File: config.mk
export PLATFORM = sky130hd
export DESIGN_NAME = phy_probe
export DESIGN_NICKNAME = d
export VERILOG_FILES = /design/src/rtl/phy_probe_pkg.sv /design/src/rtl/probe_wait_timer.sv /design/src/rtl/probe_id_pack.sv /design/src/rtl/phy_probe.sv
export SDC_FILE = /design/constraint.sdc
export NUM_CORES = 1
export LEC_CHECK = 0
export BUFFER_PORTS_ARGS = -buffer_cell sky130_fd_sc_hd__buf_2
export CORE_ASPECT_RATIO = 0.75
export CORE_MARGIN = 2
export CORE_UTILIZATION = 30
export DETAILED_ROUTE_END_ITERATION = 16
export SLEW_MARGIN = 30
export SYNTH_ARGS = -nofsm -noshare
export SYNTH_HDL_FRONTEND = slang
export SYNTH_SLANG_ARGS = --single-unit
export TNS_END_PERCENT = 30
File: constraint.sdc
create_clock -name clk -period 3.35 [get_ports clk]
set_input_delay 0.335 -clock clk [delete_from_list [all_inputs] [get_ports clk]]
set_output_delay 0.335 -clock clk [all_outputs]
set_load 0.01 [all_outputs]
File: src/rtl/phy_probe_pkg.sv
package phy_probe_pkg;

    typedef enum logic [2:0] {
        ST_IDLE,
        ST_ID_HI,
        ST_ID_LO,
        ST_BACKOFF,
        ST_DONE
    } probe_st_e;

endpackage

File: src/rtl/probe_wait_timer.sv
module probe_wait_timer #(
    parameter int WAIT_CYCLES = 10,
    localparam int CNT_W = $clog2(WAIT_CYCLES + 1)
) (
    input  logic clk,
    input  logic rst_n,
    input  logic load,
    input  logic run,
    output logic expired
);

    logic [CNT_W-1:0] cnt_d, cnt_q;

    always_comb begin
        cnt_d = cnt_q;
        if (load) begin
            cnt_d = CNT_W'(WAIT_CYCLES - 1);
        end else if (run && cnt_q != '0) begin
            cnt_d = cnt_q - 1'b1;
        end
    end

    always_ff @(posedge clk) begin
        if (!rst_n) begin
            cnt_q <= '0;
        end else begin
            cnt_q <= cnt_d;
        end
    end

    assign expired = run && (cnt_q == '0);

endmodule

File: src/rtl/probe_id_pack.sv
module probe_id_pack #(
    parameter int DATA_W   = 16,
    parameter int REV_BITS = 4,
    localparam int ID_W = 2 * DATA_W
) (
    input  logic [DATA_W-1:0] id_hi,
    input  logic [DATA_W-1:0] id_lo,
    output logic [ID_W-1:0]   full_id,
    output logic [ID_W-1:0]   masked_id
);

    assign full_id = {id_hi, id_lo};

    generate
        if (REV_BITS > 0) begin : g_mask
            assign masked_id = {full_id[ID_W-1:REV_BITS], {REV_BITS{1'b0}}};
        end else begin : g_nomask
            assign masked_id = full_id;
        end
    endgenerate

endmodule

File: src/rtl/phy_probe.sv
module phy_probe
    import phy_probe_pkg::*;
#(
    parameter int ADDR_W        = 5,
    parameter int REG_W         = 5,
    parameter int DATA_W        = 16,
    parameter int CYCLES_PER_MS = 100000,
    parameter int WAIT_MS       = 10,
    parameter int MAX_PASSES    = 11,
    parameter int ID1_REG       = 2,
    parameter int ID2_REG       = 3,
    parameter int REV_BITS      = 4,
    localparam int ID_W         = 2 * DATA_W
) (
    input  logic              clk,
    input  logic              rst_n,
    input  logic              start,
    output logic              mgmt_req,
    output logic [ADDR_W-1:0] mgmt_phy,
    output logic [REG_W-1:0]  mgmt_reg,
    input  logic              mgmt_ack,
    input  logic [DATA_W-1:0] mgmt_rdata,
    output logic              done,
    output logic              found,
    output logic [ADDR_W-1:0] phy_addr,
    output logic [ID_W-1:0]   phy_id,
    output logic [ID_W-1:0]   model_id
);

    localparam int              WAIT_CYCLES = WAIT_MS * CYCLES_PER_MS;
    localparam int              PASS_W      = $clog2(MAX_PASSES + 1);
    localparam logic [ADDR_W-1:0] LAST_ADDR = {ADDR_W{1'b1}};
    localparam logic [DATA_W-1:0] ABSENT    = {DATA_W{1'b1}};

    typedef struct packed {
        probe_st_e          st;
        logic [ADDR_W-1:0]  addr;
        logic [PASS_W-1:0]  pass;
        logic [DATA_W-1:0]  id_hi;
        logic [DATA_W-1:0]  id_lo;
        logic               found;
        logic [ADDR_W-1:0]  res_addr;
    } core_t;

    core_t core_d, core_q;
    logic  wait_load;
    logic  wait_over;

    always_comb begin
        core_d    = core_q;
        wait_load = 1'b0;
        unique case (core_q.st)
            ST_IDLE, ST_DONE: begin
                if (start) begin
                    core_d.st       = ST_ID_HI;
                    core_d.addr     = '0;
                    core_d.pass     = '0;
                    core_d.id_hi    = '0;
                    core_d.id_lo    = '0;
                    core_d.found    = 1'b0;
                    core_d.res_addr = '0;
                end
            end
            ST_ID_HI: begin
                if (mgmt_ack) begin
                    if (mgmt_rdata != ABSENT) begin
                        core_d.id_hi = mgmt_rdata;
                        core_d.st    = ST_ID_LO;
                    end else if (core_q.addr != LAST_ADDR) begin
                        core_d.addr = core_q.addr + 1'b1;
                    end else if (core_q.pass == PASS_W'(MAX_PASSES - 1)) begin
                        core_d.st = ST_DONE;
                    end else begin
                        core_d.addr = '0;
                        core_d.pass = core_q.pass + 1'b1;
                        core_d.st   = ST_BACKOFF;
                        wait_load   = 1'b1;
                    end
                end
            end
            ST_ID_LO: begin
                if (mgmt_ack) begin
                    core_d.id_lo    = mgmt_rdata;
                    core_d.found    = 1'b1;
                    core_d.res_addr = core_q.addr;
                    core_d.st       = ST_DONE;
                end
            end
            ST_BACKOFF: begin
                if (wait_over) begin
                    core_d.st = ST_ID_HI;
                end
            end
            default: core_d.st = ST_IDLE;
        endcase
    end

    always_ff @(posedge clk) begin
        if (!rst_n) begin
            core_q <= '{st: ST_IDLE, default: '0};
        end else begin
            core_q <= core_d;
        end
    end

    probe_wait_timer #(
        .WAIT_CYCLES(WAIT_CYCLES)
    ) u_timer (
        .clk    (clk),
        .rst_n  (rst_n),
        .load   (wait_load),
        .run    (core_q.st == ST_BACKOFF),
        .expired(wait_over)
    );

    probe_id_pack #(
        .DATA_W  (DATA_W),
        .REV_BITS(REV_BITS)
    ) u_pack (
        .id_hi    (core_q.id_hi),
        .id_lo    (core_q.id_lo),
        .full_id  (phy_id),
        .masked_id(model_id)
    );

    assign mgmt_req = (core_q.st == ST_ID_HI) || (core_q.st == ST_ID_LO);
    assign mgmt_phy = core_q.addr;
    assign mgmt_reg = (core_q.st == ST_ID_LO) ? REG_W'(ID2_REG) : REG_W'(ID1_REG);
    assign done     = (core_q.st == ST_DONE);
    assign found    = core_q.found;
    assign phy_addr = core_q.res_addr;

endmodule

---- Word-level counts from Yosys, hierarchy flattened ----
Cells that the tools add are included.
word-level totals
  register bits after elaboration ......... 70
  input bits .............................. 20
  output and inout bits ................... 82
  logic and storage cells ................. 70
operators by class
  add/subtract/negate cells ............... 3
  eq/ne operators ......................... 17
  multiplexer cells ....................... 24
  bitwise gates (word level) .............. 1
  reduce and logical (&&, ||, !) cells .... 16
operators with widths
  kind                                                count
  two-way mux 50 bit                                  1
  case mux 25 bit (2 select lines)                    1
  case mux 22 bit (2 select lines)                    1
  two-way mux 20 bit                                  2
  two-way mux 28 bit                                  1
  two-way mux 22 bit                                  1
  zero test 20 bit                                    1
  nonzero test 20 bit                                 1
  subtractor 20 x 1 -> 20 bit, second input constant  1
  two-way mux 9 bit                                   2
  two-way mux 16 bit                                  1
  != test 16 bit, second input constant               1
  != test 2 bit, second input constant                8
  two-way mux 3 bit                                   5
  case mux 3 bit (4 select lines)                     1
  AND reduction 5 bit                                 2
  == test 3 x 2 -> 1 bit, second input constant       2
  two-way mux 1 bit                                   6
  != test 3 bit, second input constant                2
  AND reduction 6 bit                                 1
  nonzero test 2 bit                                  3
  adder 5 x 1 -> 5 bit, second input constant         1
  two-way mux 5 bit                                   1
  != test 5 bit, second input constant                1
  other kinds (12)                                    14

---- Logic depth before layout (Yosys ltp) ----
Gate-level depths: netlist of run 1.
  word-level depth ........................ 7
  gate-level depth with buffers ........... 8
  gate-level depth less buffers ........... 8

---- Hierarchy ----
A second synthesis of run 1 with hierarchy kept.
second synthesis, totals
  cells, all modules ...................... 440
  area, all modules ....................... 3838.7 sq um
modules (own cells, without submodules)
  module            instances  cells each  area an instance (sq um)  sequential area each (sq um)
  phy_probe         1          254         2296.0                    1001.0
  probe_wait_timer  1          121         1058.5                    400.4
  probe_id_pack     1          65          484.2                     0.0

---- Least setup slack after synthesis of run 1 ----
OpenSTA, ideal clock, no wires.
  path type ............................... register to register
  start ................................... register u_timer.cnt_q[16]
  end ..................................... register core_q[49] (netlist name)
  setup time .............................. 0.070 ns
  arrival time ............................ 1.762 ns
  path slack .............................. 1.518 ns
  cell stages (with the launch flop) ...... 6
  buffers on the path ..................... 0
  period minus slack after synthesis ...... 1.832 ns
  path through ............................ dfxtp_1 -> or4_1 -> nor2_4 -> a31oi_4 -> or4_1 -> a21oi_1
between the ends
  cells in the longest elaborated chain, start to end .. 4
ends and longest elaborated chain
  element                        line                    RTL
  from (decl)                    probe_wait_timer.sv:12  logic [CNT_W-1:0] cnt_d, cnt_q;
  from (signal assigned)         probe_wait_timer.sv:27  cnt_q <= cnt_d;
  zero test 20 bit               probe_wait_timer.sv:31  assign expired = run && (cnt_q == '0);
  logical AND 1 bit              probe_wait_timer.sv:31
  != test 2 bit (no line)        -
  AND reduction 5 bit (no line)  -
  to (signal assigned)           phy_probe.sv:102        core_q <= core_d;
  to (decl)                      phy_probe.sv:45         core_t core_d, core_q;
Every way passes these cells.
A chain may end at the register's enable or synchronous reset.

---- Worst setup path in the final report of run 1 ----
  start ................................... register u_timer.cnt_q[11]
  end ..................................... register u_timer.cnt_q[9]
between the ends
  cells in the longest elaborated chain, start to end .. 3
ends and longest elaborated chain
  element                       line                    RTL
  nonzero test 20 bit           probe_wait_timer.sv:18  end else if (run && cnt_q != '0) begin
  logical AND 1 bit             probe_wait_timer.sv:18
  nonzero test 2 bit (no line)  -
Every way passes these cells.

==> results of run 1 <==
[how the worst max path moves through the flow]
stage / depth (start not counted) / to / from
after floorplan: 5 / core_q[49] / u_timer.cnt_q[16]
after global placement: 6 / core_q[37] / mgmt_rdata[9]
after detailed placement: 5 / u_timer.cnt_q[9] / u_timer.cnt_q[11]
after CTS: 5 / u_timer.cnt_q[9] / u_timer.cnt_q[11]
after global routing: 5 / u_timer.cnt_q[9] / u_timer.cnt_q[11]
final: 5 / u_timer.cnt_q[9] / u_timer.cnt_q[11]
[power by group through the flow]
stage / Clock (W) / Combinational [W] / Sequential [W]
3_5_place_dp: 0 / 0.000159 / 0.000879
3_3_place_gp: 0 / 0.000158 / 0.000879
4_1_cts: 0.000996 / 0.000159 / 0.000861
6_report: 0.000972 / 0.000160 / 0.000862
2_1_floorplan: 0 / 0.000136 / 0.000873
5_1_grt: 0.00103 / 0.000176 / 0.000864
[registers in the layout (all words and copies together) (netlist names)]
| register | cells |
|---|---|
| mgmt_phy | 5 |
| core_q | 39 |
| u_timer.cnt_q | 20 |
| phy_addr | 5 |
| found | 1 |
[per-stage QoR]
step           power, W  utilization (%)  std cells  setup WS, ns  hold slack [ns]
3_3_place_gp    0.00104             30.7        613          1.18            0.444
3_5_place_dp    0.00104             30.7        613          1.16            0.454
2_1_floorplan   0.00101                -        455          1.52            0.448
4_1_cts         0.00202             33.2        628          1.14            0.265
6_report        0.00199             33.2        628          1.07            0.278
5_1_grt         0.00207             33.2        628         0.870            0.284
[area by class of cell]
class	count	area [um2]	share of cell area, %
clock inverters	3	42.5	1.04
well taps	166	208	5.10
repair buffers	95	480	11.8
inverters	8	30.0	0.737
clock buffers	12	267	6.54
multi-input cells	274	1650	40.4
flip-flops and latches	70	1400	34.4
[metal layers]
metal	GRT usage (%)	up-vias
met5	0	-
met4	5.24	0
met3	2.82	11
met2	20.0	65
met1	18.4	1375
li1	-	1485
[cell usage after synthesis, drive strengths merged]
cell,number
buf,87
dfxtp,70
a21oi,37
nor2,36
nand3,33
nand2,28
nor3,23
a22oi,16
clkbuf,16
xor2,12
nand4,10
xnor2,10
inv,8
o21ai,8
o211ai,7
or4,6
ha,5
or2,4
a211oi,3
and2,3
and3,3
nor4,3
conb,2
nand2b,2
nand3b,2
nor2b,2
o21a,2
a31oi,1
and2b,1
and4b,1
nand4b,1
nor3b,1
nor4b,1
o211a,1
o2bb2ai,1
o31a,1
o31ai,1
or3,1
[worst register-to-register path, stage by stage, from the launching register on]
cell and delay, ns:
dfxtp_1 0.35, nor4_1 0.51, nand4b_1 0.59, o211ai_1 0.41, xor2_1 0.18, a21oi_1 0.09
[kinds of logic after synthesis]
kind of cell,count (synthesis)
AND/OR/NAND/NOR,161
buffers and inverters,111
AO/OA/AOI/OAI,78
flip-flops,70
XOR/XNOR,22
adder cells (fa/ha/maj),5
other,2
==> out/results.txt, run 1 <==
Status -> completed
Clk pwr share -> 48.8%
Hold_buf cts -> 0
Data arrival, critical path -> 2.46 ns
Largest family of logic cells by synthesized area -> simple AND/OR/NAND/NOR gates
Hold path depth -> 3
FP Rows -> 35
Register area share after synthesis -> 37.3%
Unique masters post-synth -> 46
Setup TNS -> 0 ns
DIE WIDTH -> 133 um
Buffers on Ports -> 93
Io pins -> 102
Pins Over Slew Limit -> 0
Sink Count -> 70
Initial DRC count -> 182
Adder-cell area share of the yosys netlist -> 1.67%
Sw Pwr -> 0.000463 W
Crit-path leading delay family -> simple AND/OR/NAND/NOR gates
DR WL met3 -> 350 um
Maximum VDD drop -> 0.241 mV
Core Area -> 0.0123 mm2
Largest stage delay on the critical path -> 0.59 ns
Part of the power in registers -> 43.2%
Xor/xnor share of the synthesized area -> 5.14%
Wirelength per Cell -> 14.4 um
Int Power -> 0.00153 W
Simple-Gate Fraction of Synth Area -> 22.7%
ANT nets after route -> 0
CP bufs+invs -> 0
HP Start -> mgmt_rdata[0]
Syn Std Cell Area -> 0.00375 mm2
Crit end category -> register
Worst Hold Endpoint -> core_q[6]
Max FO, Critical Path -> 13
Grt total ovfl -> 0
Ys Warns -> 0
Yosys top cell area share -> 37.3%
Pwr dens -> 489 mW/mm2
Area Growth Syn to Fin -> 8.64%
Multiplexer area fraction after synthesis -> 0%
Most frequent cells in the layout -> buf_2, dfxtp_1, a21oi_1, nor2_1, nand3_1
Largest net degree at the start of global routing -> 37
Reg2reg end -> u_timer.cnt_q[9]
Synth Instances -> 449
Final worst-path cycle share -> 68.1%
Wl on met1 -> 4.46 mm
GR Util All Layers -> 13.2%
Combinational group share of total power -> 8.0%
Layout cell share with drive strength beyond 1 -> 26.4%
Compound-Gate Fraction of Synth Area -> 13.6%
Worst-path clk slew -> 0.05 ns
Die ar. -> 0.0134 mm2
Antenna violations before repair -> 0
Drt total wl -> 9.02 mm
Cell area after layout -> 0.00408 mm2
Routability cong. -> 0.819
CTS tree -> done
First-pass DRT Iterations -> 4
Critical Path, Cell by Cell -> nor4_1 > nand4b_1 > o211ai_1 > xor2_1 > a21oi_1
Number of buffers created by CTS -> 9
Post-layout min period -> 2.28 ns
Critical path data required time -> 3.53 ns
Actual slew at the worst max-slew pin -> 0.765 ns
Setup bufs post-CTS -> 0
Top layer in use -> met4
# fillers -> 1295
Fmax -> 438 MHz
Metal2 WL -> 4.08 mm
Final net count -> 483
DR vias/cell -> 4.68
Final hold vios -> 0
DR vias -> 2936
Number of gates resized after cts -> 0
Die height -> 101 um
Mapped Avg Cell Area -> 8.36 um2
DRC viols -> 0
LEAKAGE -> 1.67 nW
Slew Limit Headroom -> 48.9%
Setup repair after global routing missed its margin -> false
Commonest non-fill, non-tap cell in the layout -> buf_2
Htree depth -> 3
Placed Area -> 0.00377 mm2
FF-to-FF Start -> u_timer.cnt_q[11]
Skew-Pair Late Insertion Delay -> 0.33 ns
CP max stage cell -> nand4b_1
Dominant cell type by area after synthesis -> dfxtp_1
Reg2Reg Setup Slack -> 1.07 ns
Vias in the first global route -> 2685
Setup violators final -> 0
Startpoint Class -> register
Switching Fraction -> 23.2%
Clock buffer depth -> 2
Root buffer cell -> clkbuf_16
Min-delay worst type -> primary input to register
Max-cap viol count -> 0
Global-route wire length before repair -> 14.0 mm
Register bit count reported by yosys -> 70
R2R depth -> 5
Detailed Place HPWL -> 6.54 mm
Setup CP Type -> register to register
Clock skew -> 0.00696 ns
Diodes inserted -> 0
Initial core utilization -> 30.6%
Largest cells by area after synthesis -> dfxtp_1, buf_4, a21oi_1
Note: power is estimated with default switching activity, not from simulation.
==> run 2, diff against run 1 <==
ABC_AREA = 1   (was not set)
clock period = 2.1 ns   (was 3.35 ns; I/O delays follow)
==> out/results.txt, run 2 <==
ANT nets after route -> 0 (unchanged)
Main flop type after synthesis -> dfxtp_1
Io pins -> 102 (unchanged)
Area occupied by multi-input gates -> 0.00194 mm2 (+18%)
Biggest regs -> core_q: 39 flops, u_timer.cnt_q: 20 flops
Fin Hold WS -> 0.149 ns (-0.129 ns)
Most frequent cells in the layout -> nand2_1, buf_2, dfxtp_1, nor2_1, a21oi_1
Int Power -> 0.00296 W (+93%)
Startpoint Class -> register
Max reg flops -> 39 (unchanged)
Mapped Avg Cell Area -> 7.12 um2 (-15%)
Cell area after layout -> 0.00458 mm2 (+12%)
Buffers on Ports -> 93 (unchanged)
Maximum VDD drop -> 0.427 mV (+77%)
Reg area -> 0.00140 mm2 (unchanged)
Setup repair after global routing missed its margin -> false
Number of buffers created by CTS -> 9 (unchanged)
Status -> completed
Critical path data required time -> 2.30 ns (-1.23 ns)
Max-cap viol count -> 0 (unchanged)
Part of the power in registers -> 33.4% (-9.8 points)
Grt total ovfl -> 0 (unchanged)
Core Area -> 0.0137 mm2 (+12%)
Dominant cell type by area after synthesis -> dfxtp_1
DR vias -> 3587 (+22%)
Detailed Place HPWL -> 7.31 mm (+12%)
Top cells by count, synth -> nand2_1, buf_4, dfxtp_1
Register bit count reported by yosys -> 70 (unchanged)
R2R depth -> 11 (+6)
Fmax -> 547 MHz (+25%)
Hold_buf cts -> 0 (unchanged)
Routability cong. -> 0.854 (+4.4%)
Area Growth Syn to Fin -> 8.99%
Busiest grt layer -> met1
Unique masters post-synth -> 40 (-13%)
Critical Path Source -> u_timer.cnt_q[0]
Setup TNS -> 0 ns (unchanged)
Worst-path clk slew -> 0.06 ns (about the same)
Setup violators final -> 0 (unchanged)
Clock skew -> 0.00660 ns (-0.000367 ns)
LEAKAGE -> 2.21 nW (+33%)
Commonest non-fill, non-tap cell in the layout -> nand2_1
# fillers -> 1478 (+14%)
Global-route wire length before repair -> 16.3 mm (+16%)
Number of synthesized flops with an enable pin -> 0 (unchanged)
Largest stage delay on the critical path -> 0.32 ns (-0.27 ns)
Final worst-path cycle share -> 87.0% (+19 points)
Skew-Pair Late Insertion Delay -> 0.33 ns (about the same)
Number of gates resized after cts -> 0 (unchanged)
Placed Area -> 0.00428 mm2 (+14%)
Yosys top cell area share -> 33.4% (-4.0 points)
GR Util All Layers -> 13.6% (+0.33 points)
Ys Warns -> 0 (unchanged)
First-pass DRT Iterations -> 4 (unchanged)
Sw Pwr -> 0.00183 W (+300%)
Initial core utilization -> 30.7% (+0.059 points)
Syn Std Cell Area -> 0.00420 mm2 (+12%)
Sink Count -> 70 (unchanged)
Switching Fraction -> 38.3% (+15 points)
Final hold vios -> 0 (unchanged)
Grt met3 use -> 3.38% (+0.56 points)
Most common cell on crit path -> nand2_1
Post-layout min period -> 1.83 ns (-0.455 ns)
Pwr dens -> 1050 mW/mm2 (+110%)
Reg with most FFs -> core_q
Drt total wl -> 9.90 mm (+9.8%)
Clk pwr share -> 31.7% (-17 points)
Register area share after synthesis -> 33.4% (-4.0 points)
DIE WIDTH -> 141 um (+5.6%)
Clock buffer depth -> 2 (unchanged)
DR vias/cell -> 4.53 (-3.1%)
Setup CP Type -> register to register
Combinational group share of total power -> 34.8% (+27 points)
Critical Path, Cell by Cell -> inv_1 > ha_1 > nand2_1 > inv_1 > nand2_1 > nor2_1 > nand4_1 > nand2_1 > nand2_1 > nor2_1 > nor2_1
Antenna violations before repair -> 0 (unchanged)
Data arrival, critical path -> 2.03 ns (-0.43 ns)
Met2 Use GR -> 18.6% (-1.4 points)
Diodes inserted -> 0 (unchanged)
Initial DRC count -> 244 (+34%)
Final net count -> 638 (+32%)
Reg2reg end -> u_timer.cnt_q[18]
Wirelength per Cell -> 12.5 um (-13%)
FP Rows -> 37 (+5.7%)
Crit path to -> u_timer.cnt_q[18]
FF-to-FF Start -> u_timer.cnt_q[0]
Vias in the first global route -> 3191 (+19%)
Setup bufs post-CTS -> 0 (unchanged)
CP max stage cell -> dfxtp_1
Top-count cell post-synth -> nand2_1
Total chip power -> 0.00479 W (+140%)
Crit end category -> register
FFs w/ async S/R, synth -> 0% (unchanged)
DRC viols -> 0 (unchanged)
Grt met1 use -> 20.3% (+1.9 points)
Die height -> 106 um (+5.6%)
Die ar. -> 0.0150 mm2 (+12%)
Reg2Reg Setup Slack -> 0.27 ns (-0.80 ns)
Largest cells by area after synthesis -> dfxtp_1, buf_4, nand2_1
CTS tree -> done
Max FO, Critical Path -> 6 (-7)
Min-delay worst type -> primary input to register
Root buffer cell -> clkbuf_16
Htree depth -> 3 (unchanged)
Pins Over Slew Limit -> 0 (unchanged)
Layout cell share with drive strength beyond 1 -> 27.6% (+1.1 points)
Synth Instances -> 590 (+31%)
Largest net degree at the start of global routing -> 38 (+2.7%)
[run 2: changes by cell type after synthesis, moves of 7 or more]
cell | before | now
a21oi_2 | 0 | 10
nand2_2 | 0 | 13
o211ai_1 | 7 | 0
nor3_1 | 22 | 3
clkbuf_1 | 16 | 7
a21oi_1 | 37 | 50
nor2_1 | 34 | 56
a22oi_1 | 16 | 0
inv_2 | 0 | 7
xnor2_1 | 10 | 3
nand2_1 | 28 | 140
inv_1 | 8 | 32
nand4_1 | 9 | 22
[run 2: kinds of logic after synthesis]
group / count (synthesis) / share of synthesized area, %
DFF: 70 / 33.4
other: 2 / 0.179
buffers and inverters: 141 / 20.9
and+or+nand+nor: 289 / 32.3
adders and majority gates: 5 / 1.49
xor gates and xnor gates: 9 / 1.88
AOI/OAI and AO/OA: 74 / 9.86
[run 2: worst min path at each step]
| stage | slack [ns] | to | from | depth (start not counted) |
|---|---|---|---|---|
| after floorplan | 0.35 | core_q[38] | rst_n | 2 |
| after global placement | 0.45 | found | found | 2 |
| after detailed placement | 0.45 | found | found | 2 |
| after CTS | 0.14 | core_q[15] | mgmt_rdata[9] | 3 |
| after global routing | 0.15 | core_q[15] | mgmt_rdata[9] | 3 |
| final | 0.15 | core_q[15] | mgmt_rdata[9] | 3 |
[run 2: metrics by stage]
step                setup slack (ns)  std cells  util, %
finish                         0.272        792     33.4
global route                 0.00859        792     33.4
CTS                            0.235        792     33.4
detailed placement             0.229        777     31.2
global placement               0.288        777     31.2
floorplan                      0.451        596        -
[run 2: worst max-delay path, delay by kind of cell (launching register included)]
family                     cells  cell delay, ns
buffers and inverters          2            0.30
and+or+nand+nor                8            0.86
DFF                            1            0.32
adders and majority gates      1            0.22
[run 2: cell type report]
class | count | area share, %
clock buffers | 10 | 5.22
clock inverters | 5 | 1.31
inverters | 43 | 3.66
multi-input cells | 385 | 42.5
flip-flops and latches | 70 | 30.6
well taps | 175 | 4.78
repair buffers | 104 | 12.0
[run 2: metal layers]
layer	part of all wire [%]	vias up
met1	53	1630
met5	0	-
li1	-	1853
met2	39	93
met4	1.7	0
met3	5.3	11
[run 2: power groups by stage]
stage	Combinational, W	Clock [W]	Sequential [W]
after floorplan	0.00148	0	0.00162
after global placement	0.00167	0	0.00163
after detailed placement	0.00167	0	0.00163
after CTS	0.00168	0.00156	0.00161
after global routing	0.00185	0.00162	0.00163
final	0.00167	0.00152	0.00160
